--- src/rtl/gray_group_seq_pkg.sv ---
package gray_group_seq_pkg;
  typedef enum logic [1:0] {
    SQ_IDLE = 2'd0,
    SQ_ARM  = 2'd1,
    SQ_LOW  = 2'd2,
    SQ_HOLD = 2'd3
  } seq_state_t;
endpackage

--- src/rtl/seq_wait_timer.sv ---
module seq_wait_timer #(
  parameter int CW = 4
) (
  input  logic          clk,
  input  logic          rst_n,
  input  logic          load,
  input  logic [CW-1:0] len,
  output logic          expired
);
  logic [CW-1:0] cnt;

  always_ff @(posedge clk or negedge rst_n) begin
    if (!rst_n)          cnt <= '0;
    else if (load)       cnt <= len;
    else if (cnt != '0)  cnt <= cnt - CW'(1);
  end

  assign expired = (cnt == '0);
endmodule

--- src/rtl/gray_mask_scan.sv ---
// Finds the lowest walk position above after_pos (or the lowest overall
// when from_start is set) whose reflected-binary channel is in the mask.
module gray_mask_scan #(
  parameter int N_CH = 8,
  parameter int AW   = 3
) (
  input  logic [N_CH-1:0] mask,
  input  logic [AW-1:0]   after_pos,
  input  logic            from_start,
  output logic            found,
  output logic [AW-1:0]   nxt_pos,
  output logic [AW-1:0]   nxt_chan
);
  always_comb begin
    found   = 1'b0;
    nxt_pos = '0;
    for (int q = N_CH - 1; q >= 0; q--) begin
      if (mask[AW'(q) ^ (AW'(q) >> 1)] && (from_start || (AW'(q) > after_pos))) begin
        found   = 1'b1;
        nxt_pos = AW'(q);
      end
    end
    nxt_chan = nxt_pos ^ (nxt_pos >> 1);
  end
endmodule

--- src/rtl/gray_group_seq.sv ---
module gray_group_seq
  import gray_group_seq_pkg::*;
#(
  parameter int N_CH      = 8,
  parameter int SETUP_CYC = 40,
  parameter int HOLD_CYC  = 5,
  parameter int PULSE_CYC = 50
) (
  input  logic                     clk,
  input  logic                     rst_n,
  input  logic                     start,
  input  logic [N_CH-1:0]          chan_mask,
  input  logic                     level,
  output logic                     busy,
  output logic                     done,
  output logic [$clog2(N_CH)-1:0]  sel_addr,
  output logic                     sel_data,
  output logic                     sel_n
);
  localparam int AW    = $clog2(N_CH);
  localparam int DWELL = (SETUP_CYC > PULSE_CYC) ? SETUP_CYC : PULSE_CYC;
  localparam int TMAX  = (DWELL > HOLD_CYC) ? DWELL : HOLD_CYC;
  localparam int CW    = $clog2(TMAX + 1);
  localparam logic [CW-1:0] DWELL_LEN = CW'(DWELL - 1);
  localparam logic [CW-1:0] HOLD_LEN  = CW'(HOLD_CYC - 1);

  seq_state_t      state;
  logic [AW-1:0]   pos;
  logic [AW-1:0]   addr_q;
  logic            data_q;
  logic            sel_n_q;
  logic            done_q;
  logic [N_CH-1:0] mask_q;

  logic            first_found, nx_found, contig;
  logic [AW-1:0]   first_pos, first_chan, nx_pos, nx_chan;
  logic            t_load, t_zero;
  logic [CW-1:0]   t_len;

  gray_mask_scan #(.N_CH(N_CH), .AW(AW)) u_scan_first (
    .mask(chan_mask), .after_pos(pos), .from_start(1'b1),
    .found(first_found), .nxt_pos(first_pos), .nxt_chan(first_chan)
  );

  gray_mask_scan #(.N_CH(N_CH), .AW(AW)) u_scan_next (
    .mask(mask_q), .after_pos(pos), .from_start(1'b0),
    .found(nx_found), .nxt_pos(nx_pos), .nxt_chan(nx_chan)
  );

  seq_wait_timer #(.CW(CW)) u_timer (
    .clk(clk), .rst_n(rst_n), .load(t_load), .len(t_len), .expired(t_zero)
  );

  assign contig = nx_found && (nx_pos == pos + AW'(1));

  always_comb begin
    t_load = 1'b0;
    t_len  = '0;
    unique case (state)
      SQ_IDLE: if (start && !first_found) begin t_load = 1'b1; t_len = HOLD_LEN; end
      SQ_ARM:  begin t_load = 1'b1; t_len = DWELL_LEN; end
      SQ_LOW:  if (t_zero) begin t_load = 1'b1; t_len = contig ? DWELL_LEN : HOLD_LEN; end
      default: ;
    endcase
  end

  always_ff @(posedge clk or negedge rst_n) begin
    if (!rst_n) begin
      state   <= SQ_IDLE;
      pos     <= '0;
      addr_q  <= '0;
      data_q  <= 1'b0;
      sel_n_q <= 1'b1;
      done_q  <= 1'b0;
      mask_q  <= '0;
    end else begin
      done_q <= 1'b0;
      unique case (state)
        SQ_IDLE: if (start) begin
          mask_q <= chan_mask;
          data_q <= level;
          if (first_found) begin
            pos    <= first_pos;
            addr_q <= first_chan;
            state  <= SQ_ARM;
          end else begin
            pos   <= '0;
            state <= SQ_HOLD;
          end
        end
        SQ_ARM: begin
          sel_n_q <= 1'b0;
          state   <= SQ_LOW;
        end
        SQ_LOW: if (t_zero) begin
          if (contig) begin
            pos    <= nx_pos;
            addr_q <= nx_chan;
          end else begin
            sel_n_q <= 1'b1;
            state   <= SQ_HOLD;
          end
        end
        SQ_HOLD: if (t_zero) begin
          if (nx_found) begin
            pos    <= nx_pos;
            addr_q <= nx_chan;
            state  <= SQ_ARM;
          end else begin
            state  <= SQ_IDLE;
            done_q <= 1'b1;
          end
        end
        default: state <= SQ_IDLE;
      endcase
    end
  end

  assign busy     = (state != SQ_IDLE);
  assign done     = done_q;
  assign sel_addr = addr_q;
  assign sel_data = data_q;
  assign sel_n    = sel_n_q;
endmodule

--- config.mk ---
export PLATFORM = sky130hd
export DESIGN_NAME = gray_group_seq
export DESIGN_NICKNAME = d
export VERILOG_FILES = /design/src/rtl/gray_group_seq_pkg.sv /design/src/rtl/seq_wait_timer.sv /design/src/rtl/gray_mask_scan.sv /design/src/rtl/gray_group_seq.sv
export SDC_FILE = /design/constraint.sdc
export NUM_CORES = 1
export LEC_CHECK = 0
export BUFFER_PORTS_ARGS = -buffer_cell sky130_fd_sc_hd__buf_2
export CELL_PAD_IN_SITES_DETAIL_PLACEMENT = 0
export CELL_PAD_IN_SITES_GLOBAL_PLACEMENT = 2
export CORE_MARGIN = 2
export CORE_UTILIZATION = 34
export DETAILED_ROUTE_END_ITERATION = 6
export GPL_ROUTABILITY_DRIVEN = 0
export PLACE_DENSITY_LB_ADDON = 0.1
export SETUP_SLACK_MARGIN = 0.15
export SLEW_MARGIN = 40
export SYNTH_ARGS = -nofsm -noshare
export SYNTH_HDL_FRONTEND = slang
export SYNTH_SLANG_ARGS = --single-unit
--- constraint.sdc ---
create_clock -name clk -period 3 [get_ports clk]
set_input_delay 0.3 -clock clk [delete_from_list [all_inputs] [get_ports clk]]
set_output_delay 0.3 -clock clk [all_outputs]
set_load 0.02 [all_outputs]
==> Yosys cells after proc, flatten, opt, wreduce, memory -nomap -nowiden <==
Index checks and enable logic that the tools add are counted.
{ "classes": {"n_reduce_logical": 19, "eq_ne": 11, "n_lt_le_gt_ge": 4, "muxes": 52, "addsub": 2, "n_mul": 0, "n_bitwise": 2, "div": 0, "shift": 0} }
{ "op_table": {"columns": ["cell", "n"], "rows": [
  ["3-bit two-way mux", 17],
  ["6-bit two-way mux", 4],
  ["2-bit two-way mux", 9],
  ["3-bit one-hot mux with 3 select lines", 2],
  ["6-bit one-hot mux with 3 select lines", 1],
  ["1-bit two-way mux", 16],
  ["2-bit != test (second input constant)", 7],
  ["2-bit one-hot mux with 4 select lines", 1],
  ["7-bit AND reduction", 1],
  ["1-bit by 3-bit greater-than comparator with 1-bit output (first input constant)", 2],
  ["2-bit by 3-bit greater-than comparator with 1-bit output (first input constant)", 2],
  ["1-bit logical AND", 6],
  ["6-bit zero test", 1],
  ["6-bit AND reduction", 1],
  ["2-bit nonzero test", 3],
  ["6-bit nonzero test", 1],
  ["6-bit by 1-bit subtractor with 6-bit output (second input constant)", 1],
  ["2-bit equality test (second input constant)", 2],
  ["4-bit AND reduction", 1],
  ["3-bit by 1-bit adder with 3-bit output (second input constant)", 1],
  ["3-bit equality test", 1],
  ["1-bit one-hot mux with 3 select lines", 1],
  ["3-bit AND reduction", 1],
  ["3-bit nonzero test", 1],
  ["other kinds (7)", 7]
]} }
{ "totals": {"reg_bits": 21, "mem_bits_rw": 0, "in_bits": 12, "mem_count": 0, "mem_bits_ro": 0, "latchBits": 0, "output_inout_bits": 7} }

==> Logic depth before layout (Yosys ltp) <==
Gate-level depths: netlist of the first run.
{ "depth": {"depth_word": 12, "mapped_depth": 7, "mapped_depth_nobuf": 7} }

==> Hierarchy <==
From an unflattened synthesis of the first run, not the netlist that was laid out.
{ "unflattened": {"cells_unflattened": 181, "hier_area_um2": 1773.0} }
{ "by_module_without_submodules": {"columns": ["mod", "area_each_um2", "cells_per_inst", "n_inst"], "rows": [
  ["gray_group_seq", 1102.3, 95, 1],
  ["seq_wait_timer", 400.4, 40, 1],
  ["gray_mask_scan", 135.1, 23, 2]
]} }

==> Worst setup path after synthesis of the first run <==
Ideal clock, no wire load.
{ "synth_timing": {"path_kind": "reg2reg", "start": "register, netlist name sel_addr[1]", "end": "register addr_q[0], in the netlist sel_addr[0]", "required_time_ps": 2875, "path_buffers": 0, "synth_period_minus_slack_ps": 2146, "arrival_time_ps": 2021, "stages_incl_launch_ff": 8, "setup_slack_ps": 854, "path_cell_list": "dfrtp_1 -> inv_1 -> ha_1 -> or4bb_1 -> o32ai_1 -> or2_2 -> o2111ai_4 -> mux2_4"} }
{ "synth_lines": {"columns": ["element", "line", "text"], "rows": [
  ["end signal, assigned", "gray_group_seq.sv:84", "addr_q <= first_chan;"],
  ["end signal, assigned", "gray_group_seq.sv:98", "addr_q <= nx_chan;"],
  ["end signal, assigned", "gray_group_seq.sv:107", "addr_q <= nx_chan;"],
  ["end, declared", "gray_group_seq.sv:29", "logic [AW-1:0] addr_q;"]
]} }

==> impl_metrics.py, run 1 <==
metrics = {
    "clock_tree": {
        "cts-root-buf": "clkbuf_4",
        "clockBufferDepth": 2,
        "clock_sinks": 17,
        "tritoncts": "yes",
        "clkLatencyLatePin_ps": 290,
        "clkSlewWorstSetupHoldPaths_ps": 100,
        "h-tree-depth": 1,
        "post_cts_buffers": 0,
        "numCtsBuffers": 3,
    },
    "placed_design": {
        "dp_cells": 168,
        "numPortBuffers": 13,
        "placed_area_um2": 1230,
        "place_hpwl_um": 1786,
    },
    "timing": {
        "max_clock_freq_mhz": 422.9,
        "drv_slew": 0,
        "max_slew_margin": 0.6690,
        "tightest_slew_ps": 494.6,
        "fin_crit_sh": 0.7881,
        "rsz0062_at_grt": "no",
        "final-hold-violation-count": 0,
        "fin_tns_setup_ps": 0,
        "setup_violations": 0,
        "period_needed_ps": 2364,
        "finClkSkew_ps": 10.99,
    },
    "floorplanning": {
        "row_count": 20,
        "io_pins": 19,
        "die_w_um": 61.62,
        "die_h_um": 61.62,
        "dieArea_um2": 3796,
        "start_util": 0.3637,
        "core_area_um2": 3103,
    },
    "final_layout": {
        "stdcell_count": 173,
        "final_layout_size_suffix_gt1_frac": 0.2403,
        "n_antenna_cell": 0,
        "stdcell_area_um2": 1267,
        "syn2layout_area_growth_pct": 12.31,
        "nets": 151,
        "mostFrequentLayoutCells": "dfrtp_1 (16), buf_2 (13), inv_1 (9), ha_1 (9)",
        "final_common_cell": "dfrtp_1",
    },
    "setup_path": {
        "critPathCapture": "sel_addr[0]",
        "rr_endpoint": "sel_addr[0]",
        "worstPathArrival_ps": 2540,
        "crit_type": "reg2reg",
        "critPathLaunchType": "flip-flop",
        "r2r_setup_slack_ps": 640,
        "reg2reg_depth": 7,
        "slowest_stage": "or4bb_1",
        "slowest_delay_ps": 500,
        "worstPathRequired_ps": 3180,
        "cp_cell_sequence": "inv_1 -> ha_1 -> or4bb_1 -> o32ai_1 -> or2_2 -> o2111ai_4 -> mux2_4",
        "crit_fanout": 6,
        "crit_start": "sel_addr[1]",
        "rr_startpoint": "sel_addr[1]",
        "end_kind": "flip-flop",
    },
    "logic_synthesis": {
        "synth_cells": 114,
        "synthesis.area_um2": 1129,
        "yosysWarnings": 0,
        "ys_seq_elements": 17,
        "yosysSeqAreaShare": 0.3780,
        "synth_ff_type": "dfrtp_1",
        "async_flop_share": 1.000,
        "synth_cell_types": 41,
        "syn_nets": 135,
        "syn_avg_cell_area_um2": 9.900,
        "synth_edf_count": 0,
    },
    "global_route": {
        "grt_pass1_wl_um": 3946,
        "grt_pass1_vias": 861,
        "grt_util_all_layers": 0.1450,
        "grt_max_degree": 18,
        "overflow": 0,
        "antenna_found_initial": 0,
    },
    "drt": {
        "wirelength_um": 2205,
        "first_iter_violations": 29,
        "post-route-drc-count": 0,
        "drt-pass1-iter-count": 4,
        "vias_per_cell": 4.803,
        "ant_nets": 0,
        "vias": 831,
        "post_drt_wl_per_cell_um": 12.75,
    },
    "power": {
        "power_density_nw_per_um2": 1122,
        "p_leak_uw": 0.0005696,
        "peakVddDrop_mv": 0.4312,
    },
    "outcome": {
        "outcome": "finished, final reports clean",
    },
    "worst_hold_path": {
        "hold_path.class": "in2reg",
    },
    "flow_run": {
        "cap_viol_max_count": 0,
    },
}
[worst min path at each step]
stage | start | endpoint | depth (start not counted) | slack [ps]
floorplan | rst_n | done | 0 | 4
global placement | rst_n | state[0] | 1 | 250
detailed placement | rst_n | u_timer.cnt[4] | 1 | 260
CTS | level | sel_data | 2 | 220
global route | chan_mask[2] | mask_q[2] | 2 | 210
finish | level | sel_data | 2 | 240
[worst max-delay path, delay by kind of cell (launching register included)]
family | cells | cell delay, ps
AOI/OAI and AO/OA | 2 | 330
adders and majority gates | 1 | 310
buffers and inverters | 1 | 90
DFF | 1 | 440
muxes | 1 | 330
and+or+nand+nor | 2 | 750
[timing repair]
| item | CTS | global route |
|---|---|---|
| gates resized for setup | 0 | 0 |
| hold endpoints to repair | 16 | 0 |
| hold buffers | 1 | 0 |
[layer usage]
layer | wire (um) | share of wire | GRT usage
met1 | 1093 | 0.50 | 0.1883
met2 | 1015 | 0.46 | 0.2316
met5 | 0 | 0 | 0
met3 | 80 | 0.036 | 0.03782
met4 | 15 | 0.0068 | 0.05471
[power by group]
group	leakage, uW	internal [uW]	switching [uW]
Combinational	0.000352	389	467
Clock	0.0000177	49.6	75.3
Sequential	0.000200	341	100
[synth_stat cells (all sizes together), types with 2 or more instances]
master,instances,share of area
inv,9,0.030
dfrtp,16,0.35
nor2b,4,0.022
nand3,5,0.022
buf,2,0.013
nand2,7,0.023
and2,2,0.012
o211ai,2,0.013
a211oi,2,0.013
mux2,5,0.053
nand2b,2,0.011
mux2i,3,0.027
nor3,4,0.018
nor3b,2,0.023
ha,9,0.10
xor2,2,0.016
a21oi,7,0.031
o21ai,6,0.027
nor2,6,0.020
[flip-flops by register name, summed over array words and instances (netlist names)]
name         count
u_timer.cnt      6
pos              1
sel_n            1
sel_data         1
state            2
mask_q           3
sel_addr         2
done             1
[cell families (layout without fill, tap and decap cells)]
family / after synthesis / in the layout / synth area share
and+or+nand+nor: 40 / 40 / 0.2129
AOI/OAI and AO/OA: 24 / 24 / 0.1563
DFF: 17 / 17 / 0.3780
buffers and inverters: 12 / 27 / 0.04655
adders and majority gates: 9 / 9 / 0.09978
muxes: 8 / 8 / 0.07982
xor gates and xnor gates: 3 / 3 / 0.02329
other: 1 / 1 / 0.003323
[per-stage QoR]
| stage | utilization | hold WS (ps) | worst slack (ps) | power [uW] |
|---|---|---|---|---|
| 3_5_place_dp | 0.3964 | 259.0 | 629.0 | 1314 |
| 2_1_floorplan | - | 4.409 | 854.1 | 1120 |
| 4_1_cts | 0.4085 | 219.8 | 611.5 | 1449 |
| 5_1_grt | 0.4085 | 208.7 | 450.0 | 1583 |
| 6_report | 0.4085 | 237.5 | 635.6 | 1422 |
| 3_3_place_gp | 0.3964 | 252.6 | 647.3 | 1310 |
[cell type report]
type	count	area [um2]
Sequential cell	17	426.7
Inverter	9	33.78
Multi-Input combinational cell	85	649.4
Timing Repair Buffer	14	75.07
Tap cell	44	55.05
Clock buffer	3	22.52
Fill cell	332	1836
Clock inverter	1	5.005
Note: power is estimated with default switching activity, not from simulation.
==> run 2, diff against run 1 <==
- CORE_UTILIZATION: 34 -> 31
- clock period: 3 -> 2.1 ns (I/O delays scaled with it)
==> run 2 against run 1 <==
Effect of this change: the run now ends with negative setup slack left; worst hold slack got worse by 99 ps; largest power group unchanged; critical endpoint unchanged; clock skew is 9.0 ps lower; sequential cell count stayed put; clock power is 49% higher; total power grew 62%; cell count increased by 8.1%; sequential power increased by 42%; critical path depth unchanged; non-clock buffer count up 12; first-iteration DRC count rose by 34%; count of clock-buffer cells in the layout unchanged; die area rose by 9.0%.
==> impl_metrics.py, run 2 (synthesized netlist as in run 1, its figures left out) <==
metrics = {
    "final_layout": {
        "multi_input_area_um2": 676.9,
        "mostFrequentLayoutCells": "dfrtp_1 (16), buf_2 (13), buf_4 (11)",
        "syn2layout_area_growth_pct": 23.28,
        "nets": 163,
        "stdcell_count": 187,
        "stdcell_area_um2": 1391,
        "final_common_cell": "dfrtp_1",
        "n_antenna_cell": 0,
        "regMostFlops": "u_timer.cnt",
        "largest_register_ffs": 6,
        "top_regs": "u_timer.cnt: 6 flops, mask_q: 3 flops",
        "seqCellArea_um2": 426.7,
        "fill_cells": 357,
        "final_layout_size_suffix_gt1_frac": 0.3404,
    },
    "drt": {
        "first_iter_violations": 39,
        "drt-pass1-iter-count": 4,
        "vias_per_cell": 4.754,
        "vias": 889,
        "post_drt_wl_per_cell_um": 12.80,
        "wirelength_um": 2393,
        "ant_nets": 0,
        "post-route-drc-count": 0,
    },
    "power": {
        "internal_power_uw": 1318,
        "p_leak_uw": 0.0006327,
        "p_comb_frac": 0.648,
        "power_density_nw_per_um2": 1659,
        "power_uw": 2308,
        "switching_power_uw": 989.6,
        "sw_frac_of_total": 0.4289,
        "peakVddDrop_mv": 0.7435,
        "p_seq_frac": 0.271,
        "clkPwrFrac": 0.081,
    },
    "floorplanning": {
        "row_count": 21,
        "die_h_um": 64.34,
        "start_util": 0.3304,
        "core_area_um2": 3416,
        "die_w_um": 64.34,
        "io_pins": 19,
        "dieArea_um2": 4139,
    },
    "timing": {
        "setup_violations": 2,
        "setup_slack_ps": -32.33,
        "finClkSkew_ps": 1.943,
        "fin_crit_sh": 1.015,
        "period_needed_ps": 2132,
        "max_clock_freq_mhz": 469.0,
        "fin_tns_setup_ps": -35.13,
        "final-hold-violation-count": 0,
        "rsz0062_at_grt": "yes",
        "drv_slew": 0,
        "whs_ps": 138.1,
    },
    "global_route": {
        "grt_pass1_wl_um": 4360,
        "antenna_found_initial": 0,
        "overflow": 0,
        "grt_max_degree": 18,
        "grt_util_all_layers": 0.1405,
        "grt_pass1_vias": 911,
    },
    "clock_tree": {
        "clkSlewWorstSetupHoldPaths_ps": 110,
        "clock_sinks": 17,
        "numCtsBuffers": 3,
        "cts-root-buf": "clkbuf_4",
        "clockBufferDepth": 2,
        "h-tree-depth": 1,
        "clkLatencyLatePin_ps": 300,
        "tritoncts": "yes",
    },
    "placed_design": {
        "place_hpwl_um": 1876,
        "placed_area_um2": 1308,
        "numPortBuffers": 13,
        "dp_cells": 177,
    },
    "setup_path": {
        "worstPathArrival_ps": 2330,
        "crit_type": "reg2reg",
        "end_kind": "flip-flop",
        "worstPathRequired_ps": 2290,
        "critPathLaunchType": "flip-flop",
        "crit_fanout": 4,
    },
    "worst_hold_path": {
        "hold_path.class": "in2reg",
    },
    "outcome": {
        "outcome": "complete, but fails checks",
        "violations": "negative setup slack",
    },
    "flow_run": {
        "cap_viol_max_count": 0,
    },
}
## run 2: path summary, 6_finish.rpt
check	from	slack, ps	to	depth (start not counted)
min reg2reg	sel_n	510	sel_n	2
min	chan_mask[2]	140	mask_q[2]	2
max in group asynchronous	rst_n	1440	sel_n	2
max	pos[0]	-30	sel_addr[0]	7
max reg2reg	pos[0]	-30	sel_addr[0]	7
min in group asynchronous	rst_n	350	u_timer.cnt[5]	2
## run 2: routing by layer
layer / vias up / part of all wire / GRT usage
li1: 457 / - / -
met3: 2 / 0.035 / 0.03697
met5: - / 0 / 0
met2: 16 / 0.43 / 0.2227
met1: 414 / 0.53 / 0.1913
met4: 0 / 0.0063 / 0.03191
## run 2: critical path, cell delays in order, from the launching register on
cell and delay (ps):
dfrtp_1 440, inv_2 110, ha_4 210, or4bb_1 480, o32ai_2 140, or2_4 190, o2111ai_4 140, mux2_4 320
## run 2: what timing repair did
| action | CTS | global route |
|---|---|---|
| resized for setup | 2 | 4 |
| buffers inserted | 3 | 2 |
| pin swaps | 3 | 2 |
| hold buffers | 1 | 0 |
| setup endpoints to repair | 7 | 10 |
| hold endpoints to repair | 16 | 0 |
## run 2: stage by stage
stage / worst slack [ps] / utilization
6_report: -32.33 / 0.4073
2_1_floorplan: 37.33 / -
4_1_cts: -28.86 / 0.4029
5_1_grt: -111.5 / 0.4073
3_3_place_gp: 3.014 / 0.3828
3_5_place_dp: -24.65 / 0.3828
## run 2: layout make-up
type | count | area share
clock buffers | 3 | 0.01619
clock inverters | 1 | 0.003597
inverters | 9 | 0.02428
multi-input cells | 85 | 0.4865
flip-flops and latches | 17 | 0.3067
well taps | 46 | 0.04137
repair buffers | 26 | 0.1214
## run 2: power by group through the flow
| stage | registers, uW | logic (uW) | clock network, uW |
|---|---|---|---|
| after floorplan | 637 | 1010 | 0 |
| after global placement | 628 | 1390 | 0 |
| after detailed placement | 634 | 1400 | 0 |
| after CTS | 626 | 1470 | 199 |
| after global routing | 654 | 1710 | 214 |
| final | 626 | 1500 | 186 |
